**src/rtl/hdlc_tx_pkg.sv**
```systemverilog
// Shared types and constants for the timeslot-gated HDLC transmitter.
package hdlc_tx_pkg;

    // Engine states; RAW carries a transparent-mode byte.
    typedef enum logic [2:0] {
        ST_IDLE,
        ST_OPEN,
        ST_DATA,
        ST_FCS_LO,
        ST_FCS_HI,
        ST_CLOSE,
        ST_ABORT,
        ST_RAW
    } tx_state_e;

    localparam logic [7:0]  FLAG_BYTE  = 8'h7E;
    localparam logic [7:0]  ABORT_BYTE = 8'hFF;
    localparam logic [15:0] CRC_PRESET = 16'hFFFF;
    // Bit-reversed form of x^16+x^12+x^5+1 for an LSB-first shift.
    localparam logic [15:0] CRC_POLY_R = 16'h8408;
    localparam int          STUFF_RUN  = 5;

endpackage

```
**src/rtl/hdlc_tx_fifo.sv**
```systemverilog
// Byte queue with a frame-end tag per entry.
// Assumes DEPTH is a power of two so pointers wrap naturally.
// In repeat mode a separate read position walks the entries without freeing
// them and returns to the oldest entry after the newest one.
module hdlc_tx_fifo #(
    parameter int DEPTH = 64,
    parameter int W     = 9,
    localparam int AW   = $clog2(DEPTH),
    localparam int LW   = $clog2(DEPTH + 1)
) (
    input  logic          clk,
    input  logic          rst_n,
    input  logic          cont,
    input  logic          wr_en,
    input  logic [W-1:0]  wr_data,
    input  logic          pop,
    output logic [W-1:0]  rd_data,
    output logic          pass_end,
    output logic          avail,
    output logic          full,
    output logic [LW-1:0] level
);

    logic [W-1:0]  mem [DEPTH];
    logic [AW-1:0] wr_q, rd_q, pk_q;
    logic          wr_ok, pop_ok, drain, wrap;

    assign full     = (level == LW'(DEPTH));
    assign avail    = (level != '0);
    assign wr_ok    = wr_en && !full;
    assign pop_ok   = pop && avail;
    assign drain    = pop_ok && !cont;
    assign wrap     = (pk_q + AW'(1)) == wr_q;
    assign pass_end = cont && wrap;
    assign rd_data  = mem[cont ? pk_q : rd_q];

    // Storage write; contents need no reset.
    always_ff @(posedge clk) begin
        if (wr_ok) mem[wr_q] <= wr_data;
    end

    // Pointer and level bookkeeping.
    always_ff @(posedge clk) begin
        if (!rst_n) begin
            wr_q  <= '0;
            rd_q  <= '0;
            pk_q  <= '0;
            level <= '0;
        end else begin
            if (wr_ok) wr_q <= wr_q + AW'(1);
            if (drain) rd_q <= rd_q + AW'(1);
            if (!cont)       pk_q <= drain ? rd_q + AW'(1) : rd_q;
            else if (pop_ok) pk_q <= wrap ? rd_q : pk_q + AW'(1);
            case ({wr_ok, drain})
                2'b10:   level <= level + LW'(1);
                2'b01:   level <= level - LW'(1);
                default: level <= level;
            endcase
        end
    end

endmodule

```
**src/rtl/ts_bit_counter.sv**
```systemverilog
// Free-running position counter: bit within timeslot, then timeslot.
// Assumes the stream carries one bit per clock.
module ts_bit_counter #(
    parameter int NUM_TS  = 32,
    parameter int TS_BITS = 8,
    localparam int TW     = $clog2(NUM_TS),
    localparam int BW     = $clog2(TS_BITS)
) (
    input  logic          clk,
    input  logic          rst_n,
    output logic [TW-1:0] ts,
    output logic [BW-1:0] bitpos
);

    // Advance bit position, carrying into the timeslot index.
    always_ff @(posedge clk) begin
        if (!rst_n) begin
            ts     <= '0;
            bitpos <= '0;
        end else if (bitpos == BW'(TS_BITS - 1)) begin
            bitpos <= '0;
            ts     <= (ts == TW'(NUM_TS - 1)) ? '0 : ts + TW'(1);
        end else begin
            bitpos <= bitpos + BW'(1);
        end
    end

endmodule

```
**src/rtl/hdlc_tx_engine.sv**
```systemverilog
// Bit-serial HDLC framer: flags, payload, checksum trailer, zero insertion,
// abort on underrun, idle fill and a raw transparent path.
// Assumes adv is high only in enabled bit times; all state holds otherwise.
module hdlc_tx_engine
    import hdlc_tx_pkg::*;
(
    input  logic       clk,
    input  logic       rst_n,
    input  logic       adv,
    input  logic       transparent,
    input  logic [7:0] idle_code,
    input  logic       fifo_avail,
    input  logic [7:0] fifo_byte,
    input  logic       fifo_last,
    output logic       pop,
    output logic       out_bit,
    output logic       stuff_zone,
    output logic       abort_now
);

    tx_state_e   state_q, nstate;
    logic [7:0]  sh_q, nsh;
    logic [2:0]  cnt_q;
    logic [2:0]  ones_q;
    logic        stuff_q, last_q, nlast, take;
    logic [15:0] crc_q, crc_nxt;
    logic        in_zone, byte_end;

    assign in_zone    = (state_q == ST_DATA) || (state_q == ST_FCS_LO) || (state_q == ST_FCS_HI);
    assign out_bit    = stuff_q ? 1'b0 : sh_q[0];
    assign stuff_zone = stuff_q || in_zone;
    assign abort_now  = (state_q == ST_ABORT);
    assign crc_nxt    = (crc_q >> 1) ^ ((crc_q[0] ^ sh_q[0]) ? CRC_POLY_R : 16'h0000);
    assign byte_end   = adv && !stuff_q && (cnt_q == 3'd7);
    assign pop        = byte_end && take;

    // Choose the byte and state that follow the current byte.
    always_comb begin
        take   = 1'b0;
        nstate = state_q;
        nsh    = idle_code;
        nlast  = last_q;
        case (state_q)
            ST_OPEN: begin
                if (fifo_avail) begin
                    take = 1'b1; nsh = fifo_byte; nlast = fifo_last; nstate = ST_DATA;
                end else begin
                    nsh = ABORT_BYTE; nstate = ST_ABORT;
                end
            end
            ST_DATA: begin
                if (last_q) begin
                    nsh = ~crc_nxt[7:0]; nstate = ST_FCS_LO;
                end else if (fifo_avail) begin
                    take = 1'b1; nsh = fifo_byte; nlast = fifo_last;
                end else begin
                    nsh = ABORT_BYTE; nstate = ST_ABORT;
                end
            end
            ST_FCS_LO: begin
                nsh = ~crc_q[15:8]; nstate = ST_FCS_HI;
            end
            ST_FCS_HI: begin
                nsh = FLAG_BYTE; nstate = ST_CLOSE;
            end
            default: begin
                if (transparent && fifo_avail) begin
                    take = 1'b1; nsh = fifo_byte; nstate = ST_RAW;
                end else if (!transparent && fifo_avail) begin
                    nsh = FLAG_BYTE; nstate = ST_OPEN;
                end else begin
                    nsh = idle_code; nstate = ST_IDLE;
                end
            end
        endcase
    end

    // Shift one bit per enabled bit time; insert zeros; load bytes at boundaries.
    always_ff @(posedge clk) begin
        if (!rst_n) begin
            state_q <= ST_IDLE;
            sh_q    <= FLAG_BYTE;
            cnt_q   <= '0;
            ones_q  <= '0;
            stuff_q <= 1'b0;
            last_q  <= 1'b0;
            crc_q   <= CRC_PRESET;
        end else if (adv) begin
            if (stuff_q) begin
                stuff_q <= 1'b0;
            end else begin
                if (in_zone && sh_q[0]) begin
                    if (ones_q == 3'(STUFF_RUN - 1)) begin
                        stuff_q <= 1'b1;
                        ones_q  <= '0;
                    end else begin
                        ones_q <= ones_q + 3'd1;
                    end
                end else begin
                    ones_q <= '0;
                end
                if (state_q == ST_DATA) crc_q <= crc_nxt;
                if (cnt_q == 3'd7) begin
                    sh_q    <= nsh;
                    state_q <= nstate;
                    last_q  <= nlast;
                    cnt_q   <= '0;
                    if (nstate == ST_OPEN) crc_q <= CRC_PRESET;
                end else begin
                    sh_q  <= sh_q >> 1;
                    cnt_q <= cnt_q + 3'd1;
                end
            end
        end
    end

endmodule

```
**src/rtl/hdlc_ts_tx.sv**
```systemverilog
// Top: merges controller bits into enabled timeslots of the serial stream.
// Assumes one stream bit per clock and a 64-entry power-of-two queue.
module hdlc_ts_tx #(
    parameter int FIFO_DEPTH = 64,
    parameter int NUM_TS     = 32,
    localparam int LVL_W     = $clog2(FIFO_DEPTH + 1),
    localparam int TS_W      = $clog2(NUM_TS)
) (
    input  logic              clk,
    input  logic              rst_n,
    input  logic              wr_en,
    input  logic [7:0]        wr_data,
    input  logic              wr_last,
    output logic              fifo_full,
    output logic [LVL_W-1:0]  fifo_level,
    input  logic              transparent_en,
    input  logic              continuous_en,
    input  logic [7:0]        idle_code,
    input  logic [NUM_TS-1:0] ts_mask,
    input  logic              sys_in,
    output logic              tx_out,
    output logic [TS_W-1:0]   ts_cnt,
    output logic [2:0]        bit_cnt
);

    logic       adv, fifo_pop, fifo_avail, pass_end;
    logic       eng_bit, stuff_zone, abort_now;
    logic [8:0] rd_entry;

    // Controller owns the bit only in enabled timeslots.
    assign adv    = ts_mask[ts_cnt];
    assign tx_out = adv ? eng_bit : sys_in;

    ts_bit_counter #(.NUM_TS(NUM_TS), .TS_BITS(8)) u_pos (
        .clk(clk), .rst_n(rst_n), .ts(ts_cnt), .bitpos(bit_cnt)
    );

    hdlc_tx_fifo #(.DEPTH(FIFO_DEPTH), .W(9)) u_fifo (
        .clk(clk), .rst_n(rst_n), .cont(continuous_en),
        .wr_en(wr_en), .wr_data({wr_last, wr_data}), .pop(fifo_pop),
        .rd_data(rd_entry), .pass_end(pass_end), .avail(fifo_avail),
        .full(fifo_full), .level(fifo_level)
    );

    hdlc_tx_engine u_eng (
        .clk(clk), .rst_n(rst_n), .adv(adv), .transparent(transparent_en),
        .idle_code(idle_code), .fifo_avail(fifo_avail),
        .fifo_byte(rd_entry[7:0]), .fifo_last(rd_entry[8] | pass_end),
        .pop(fifo_pop), .out_bit(eng_bit), .stuff_zone(stuff_zone),
        .abort_now(abort_now)
    );

endmodule

```
**config.mk**
```make
export PLATFORM = sky130hd
export DESIGN_NAME = hdlc_ts_tx
export DESIGN_NICKNAME = d
export VERILOG_FILES = /design/src/rtl/hdlc_tx_pkg.sv /design/src/rtl/hdlc_tx_fifo.sv /design/src/rtl/ts_bit_counter.sv /design/src/rtl/hdlc_tx_engine.sv /design/src/rtl/hdlc_ts_tx.sv
export SDC_FILE = /design/constraint.sdc
export NUM_CORES = 1
export LEC_CHECK = 0
export BUFFER_PORTS_ARGS = -buffer_cell sky130_fd_sc_hd__buf_4
export CAP_MARGIN = 15
export CORE_ASPECT_RATIO = 1.5
export CORE_UTILIZATION = 35
export DETAILED_ROUTE_END_ITERATION = 8
export PLACE_DENSITY = 0.49
export SKIP_CTS_REPAIR_TIMING = 1
export SYNTH_ARGS = -nofsm -noshare
export SYNTH_HDL_FRONTEND = slang
export SYNTH_SLANG_ARGS = --single-unit
export TNS_END_PERCENT = 100
```
**constraint.sdc**
```tcl
create_clock -name clk -period 6.4 [get_ports clk]
set_input_delay 0.96 -clock clk [delete_from_list [all_inputs] [get_ports clk]]
set_output_delay 0.96 -clock clk [all_outputs]
set_load 0.02 [all_outputs]
```
# == After elaboration in Yosys (flattened, before gate mapping) ==
# Memories as Yosys holds them, arrays and structs flattened.
# Index checks and enable logic that the tools add are counted.
# op_classes
bitwise,7
muxes,43
n_reduce_logical,24
n_eq_ne,15
n_addsub,9
order_cmp,1
# op_table
cell,count
16-bit 2-to-1 mux,4
8-bit 2-to-1 mux,5
8-bit one-hot mux with 4 select lines,1
6-bit 2-to-1 mux,5
3-bit 2-to-1 mux,7
6-bit by 1-bit adder with 6-bit output (second input constant),3
8-bit inverter,2
15-bit by 16-bit bitwise XOR with 16-bit output,1
1-bit 2-to-1 mux,15
7-bit one-hot mux with 2 select lines,1
3-bit == test (second input constant),4
3-bit one-hot mux with 4 select lines,1
1-bit logical AND,10
3-bit by 1-bit adder with 3-bit output (second input constant),3
7-bit by 1-bit adder with 7-bit output (second input constant),1
7-bit == test (second input constant),1
7-bit nonzero test,1
7-bit by 1-bit subtractor with 7-bit output (second input constant),1
3-bit by 1-bit == test with 1-bit output (second input constant),2
3-bit by 2-bit == test with 1-bit output (second input constant),2
6-bit == test,1
5-bit by 6-bit < comparator with 1-bit output (second input constant),1
5-bit by 1-bit adder with 5-bit output (second input constant),1
1-bit binary-select mux with 5-bit select,1
17 further kinds,25
# totals
memories,1
wordCells,113
ramBits,576
reg_bits,68
input_bits,55
output_inout_bits,17
# memory_table
memory,depth,word_bits,rd,rd_clocked_by_memory_dff,wr,line_no,rtl
u_fifo.mem,64,9,1,0,1,hdlc_tx_fifo.sv:24,logic [W-1:0] mem [DEPTH];

# == Longest topological paths before layout ==
# logic_depth
depth_word,9
mapped_depth,19
ltp_nobuf,16

# == By module ==
# A second synthesis with hierarchy kept.
# unflattened
cells_unflattened,2834
area_unflattened_um2,31295.0
# by_module_without_submodules
mod,seq_area_each_um2,n_inst,cells_each,area_each_um2
hdlc_tx_fifo,17797.1,1,2517,28558.6
hdlc_tx_engine,700.7,1,240,2043.2
ts_bit_counter,160.2,1,34,351.6
hdlc_ts_tx,0.0,1,43,341.6

# == Worst setup path after synthesis ==
# Ideal clock, no wire load.
# synth_timing
kind,input-to-reg
startpoint,in ts_mask[11]
endpoint,reg u_fifo.level[6]
required_ns,6.268
setup_slack_ns,1.811
stages,17
setup_ns,0.132
n_path_buf,2
t_arrival_ns,4.457
path_cell_list,mux2i_1 -> mux4_2 -> a22oi_1 -> nand3_1 -> buf_2 -> nor2_1 -> ha_1 -> buf_1 -> xor2_1 -> ha_1 -> a21oi_1 -> o21ai_0 -> a221oi_1 -> o21bai_1 -> a222oi_1 -> or3_1 -> a21oi_1
# synth_via
elab_chain_cells,9
elab_cells_between_ends,11
classes_between,eq/ne: 2; mux: 3; reduce/logical: 6
# synth_lines
item,line_no,rtl
from (decl),hdlc_ts_tx.sv:19,"input logic [NUM_TS-1:0] ts_mask,"
1-bit binary-select mux with 5-bit select (*),hdlc_ts_tx.sv:31,assign adv = ts_mask[ts_cnt];
1-bit 2-to-1 mux (not written as such) (*),hdlc_ts_tx.sv:31,
1-bit logical AND (*) (2 in series),hdlc_tx_engine.sv:34,assign byte_end = adv && !stuff_q && (cnt_q == 3'd7);
1-bit logical AND (*),hdlc_tx_engine.sv:35,assign pop = byte_end && take;
1-bit logical AND (*),hdlc_tx_fifo.sv:31,assign pop_ok = pop && avail;
1-bit logical AND (*),hdlc_tx_fifo.sv:32,assign drain = pop_ok && !cont;
2-bit by 1-bit == test with 1-bit output / 2-bit == test (equally long branches),hdlc_tx_fifo.sv:54,"case ({wr_ok, drain})"
7-bit one-hot mux with 2 select lines / 2-bit nonzero test (equally long branches),-,
to (signal assigned),hdlc_tx_fifo.sv:55,2'b10: level <= level + LW'(1);
to (signal assigned),hdlc_tx_fifo.sv:56,2'b01: level <= level - LW'(1);
to (signal assigned),hdlc_tx_fifo.sv:57,default: level <= level;
to (decl),hdlc_tx_fifo.sv:21,output logic [LW-1:0] level
# Every way passes the cells marked *; elsewhere a longest branch is shown, timed or not. The select of a mux whose other input is x is not followed.
# A chain may end at the register's enable or synchronous reset.

# == Final worst setup path ==
# layout_timing
startpoint,reg u_pos.ts[1]
endpoint,reg u_fifo.level[6]
# layout_via
elab_chain_cells,9
elab_cells_between_ends,11
classes_between,eq/ne: 2; mux: 3; reduce/logical: 6
# layout_lines
item,line_no,rtl
from (decl),ts_bit_counter.sv:11,"output logic [TW-1:0] ts,"
from (signal assigned),ts_bit_counter.sv:22,ts <= (ts == TW'(NUM_TS - 1)) ? '0 : ts + TW'(1);
1-bit binary-select mux with 5-bit select (*),hdlc_ts_tx.sv:31,
1-bit 2-to-1 mux (not written as such) (*),hdlc_ts_tx.sv:31,
1-bit logical AND (*) (2 in series),hdlc_tx_engine.sv:34,
1-bit logical AND (*),hdlc_tx_engine.sv:35,
1-bit logical AND (*),hdlc_tx_fifo.sv:31,
1-bit logical AND (*),hdlc_tx_fifo.sv:32,
2-bit by 1-bit == test with 1-bit output / 2-bit == test (equally long branches),hdlc_tx_fifo.sv:54,
7-bit one-hot mux with 2 select lines / 2-bit nonzero test (equally long branches),-,
# Marked as above.

==> metrics.md <==
| Metric | Value |
|---|---|
| Status | `finished, final reports clean` |
| DP Area | `~29000 um^2` |
| H-tree levels | `2` |
| R2r startpoint | `u_pos.ts[1]` |
| Worst min-delay path startpoint | `u_eng.cnt_q[2]` |
| Number of synthesized register bits | `between 600 and 700` |
| Crit path required time | `approximately 7 ns` |
| Worst vdd ir | `roughly 0.22 mV` |
| Tcrit/Tclk final | `0.804` |
| Tightest Hold Check Type | `reg -> reg` |
| Die ar. | `between 70000 and 80000 um^2` |
| Tot Pwr | `~8.6 mW` |
| Pre-CTS setup slack | `roughly 1.2 ns` |
| Drt wl/cell | `about 26 um` |
| Initial Utilization | `0.355` |
| Worst hold slack | `~0.46 ns` |
| Area contributors post-synth | `edfxtp_1 64%, mux4_2 9.1%, dfxtp_1 5.0%` |
| Die Wd | `229 um` |
| Core Region | `76500 um^2` |
| Cell depth of the worst flop-to-flop path | `16` |
| Top Ports | `approximately 70` |
| Least-Margin Pin Slew | `~1.2 ns` |
| Final Hold Viols | `0` |
| Placer Congestion | `0.864` |
| Crit-path max FO | `21` |
| Net count after synthesis | `about 1900` |
| DRC | `0` |
| Asr flop ratio synth | `0` |
| Syn avg cell area | `~15 um^2` |
| Final setup fails | `0` |
| Min Tclk post-route | `5.15 ns` |
| Post-layout util | `0.401` |
| Slew margin rel. | `0.204` |
| Layout area overhead | `13.1%` |
| Routed Antenna Nets | `0` |
| Ys Warns | `0` |
| Slew Limit Fails | `0` |
| Port bufs | `a little over 70` |
| DRT iter0 DRCs | `1276` |
| DP Wirelength | `approximately 49000 um` |
| Non-filler cells, final | `just under 3000` |
| Setup slack, reg-to-reg | `1.25 ns` |
| Antenna violations before repair | `2` |
| Post-Place Cells | `approximately 2800` |
| Sequential share of the synthesized area | `0.688` |
| Clock slew seen by the registers of the worst setup and hold paths | `approximately 0.060 ns` |
| Root Driver | `clkbuf_16` |
| Vias/cell | `5.52` |
| Worst Skew | `between 0.02 and 0.025 ns` |
| Die height | `around 340 um` |
| Final WL | `between 70000 and 80000 um` |
| Gr ovfl total | `0` |
| Total track usage | `0.195` |
| Top-area cell type share of the netlist area | `0.637` |
| Worst path arrival time | `~5.7 ns` |
| Max Root-Sink Buffers | `3` |
| Clock Sinks | `around 640` |
| Cts bufs inserted | `60` |
| Setup ws final | `1.25 ns` |
| Num rows | `around 120` |
| Mapped cell area | `roughly 27000 um^2` |
| Fmax | `0.194 GHz` |
| Worst skew pair latency | `approximately 0.66 ns` |
| ANT cells | `0` |
| Post-layout nets | `~1900` |
| Number of global-route vias before repair | `16100` |
| Synth Flop Type | `edfxtp_1` |
| Via count | `16000` |
| Gate count of the mapped netlist | `about 1800` |
| Final setup TNS | `0 ns` |
| Fill count | `~7000` |
| Synth area leader | `edfxtp_1` |
| Cell leakage power | `approximately 9.6 nW` |
| Setup crit start kind | `flop` |
| PwrDens | `280 nW/um^2` |
| Synth unique cells | `between 80 and 90` |
| Min-Delay Endpoint | `u_eng.cnt_q[2]` |
| Fraction of layout cells with a size suffix above 1 | `0.171` |
| Worst setup EP type | `flop` |
| Crit Path Class | `reg -> reg` |
| CTS tree | `built` |
| Post-synth EDFFs | `576` |
| Unrepaired setup endpoints after global routing | `no` |
| Largest net degree at the start of global routing | `70` |
| Hold depth | `2` |
| Pre-antenna DRT Iters | `7` |
| RR Endpoint | `u_fifo.level[6]` |
| Post-route design area | `between 30000 and 40000 um^2` |
| First-pass GRT wire length | `~110000 um` |
| Number of max-cap violations | `0` |
-- registers in the layout, summed over array words and instances (netlist names), 3 cells and up --
register	flops
u_fifo.wr_q	6
u_eng.state_q	3
u_fifo.level	7
u_pos.bitpos	3
u_eng.cnt_q	3
u_fifo.mem	576
u_fifo.rd_q	6
u_eng.crc_q	16
u_eng.ones_q	3
u_fifo.pk_q	6
u_eng.sh_q	8
u_pos.ts	5
-- metal layers --
layer / vias up / global-route usage / wire length (um)
li1: 7115 / - / -
met1: 8237 / 0.233 / 29500
met2: 537 / 0.350 / 39700
met3: 142 / 0.0260 / 3780
met4: 2 / 0.0854 / 3380
met5: - / 0 / 12
-- critical path, stage by stage (launching register included) --
cell and delay, ns:
dfxtp_1 0.88, mux2i_1 0.17, mux4_2 0.50, a2bb2oi_1 0.46, nand3_1 0.15, buf_4 0.24, nor2_1 0.28, ha_1 0.55
xor2_1 0.14, ha_1 0.20, a21oi_1 0.23, o21ai_0 0.13, a221oi_1 0.47, o21bai_1 0.14, a222oi_1 0.27, or3_1 0.16
a21oi_1 0.06
-- Yosys cell counts (6+ instances only) --
library cell,n
edfxtp_1,576
nand2_1,209
nor2_1,150
mux4_2,110
nand3_1,74
dfxtp_1,68
a21oi_1,61
clkbuf_1,57
mux2i_1,47
o21ai_0,39
buf_2,25
a22oi_1,24
nor3_1,24
nand4_1,19
xor2_1,17
buf_1,15
nor2b_1,15
o22a_1,15
ha_1,14
o22ai_1,14
a31oi_1,13
inv_1,13
o221ai_1,13
xnor2_1,13
mux2_2,12
o21bai_1,10
or3_1,9
nand2b_1,8
and3_1,7
o211ai_1,7
a221oi_1,6
buf_6,6
nand3b_1,6
o31ai_1,6
-- worst max path at each step --
| stage | start | to | slack [ns] | cells past startpoint |
|---|---|---|---|---|
| finish | u_pos.ts[1] | u_fifo.level[6] | 1.25 | 16 |
| global placement | ts_mask[27] | u_fifo.level[6] | 1.33 | 17 |
| CTS | u_pos.ts[1] | u_fifo.level[6] | 1.24 | 16 |
| global route | u_pos.ts[1] | u_fifo.level[6] | 0.90 | 16 |
| detailed placement | ts_mask[19] | u_fifo.level[6] | 1.21 | 17 |
| floorplan | ts_mask[11] | u_fifo.level[6] | 1.81 | 17 |
-- logic make-up (layout without fill, tap and decap cells) --
| logic type | Yosys count | in the layout | synth area share |
|---|---|---|---|
| muxes | 172 | 172 | 0.117 |
| and+or+nand+nor | 548 | 548 | 0.0903 |
| xor gates and xnor gates | 32 | 32 | 0.0113 |
| DFF | 644 | 644 | 0.688 |
| adders and majority gates | 15 | 15 | 0.00682 |
| AOI/OAI and AO/OA | 265 | 265 | 0.0667 |
| buffers and inverters | 122 | 219 | 0.0208 |
-- area by class of cell --
| class | count | area, um^2 | area share |
|---|---|---|---|
| flip-flops and latches | 644 | 18700 | 0.608 |
| multi-input cells | 1032 | 8000 | 0.261 |
| clock buffers | 67 | 1550 | 0.0505 |
| well taps | 1008 | 1260 | 0.0411 |
| repair buffers | 99 | 785 | 0.0256 |
| clock inverters | 40 | 384 | 0.0125 |
| inverters | 13 | 48.8 | 0.00159 |
-- placed cells by master (no fill, tap or decap), types with 15 or more instances in the layout --
cell type / count
buf_4: 95
edfxtp_1: 576
clkinv_1: 16
nor2b_1: 15
a21oi_1: 61
nand4_1: 19
o21ai_0: 39
a22oi_1: 24
clkbuf_16: 61
mux2i_1: 42
xor2_1: 17
nand2_1: 209
nor3_1: 24
dfxtp_1: 68
nand3_1: 74
nor2_1: 150
mux4_2: 110
o22a_1: 15
-- report_power, final --
group	internal (mW)	leakage [nW]	total, mW	switching (mW)
registers	4.59	5.73	4.61	0.0154
clock network	2.01	0.936	3.60	1.59
logic	0.123	2.97	0.371	0.248
Note: power is estimated with default switching activity, not from simulation.
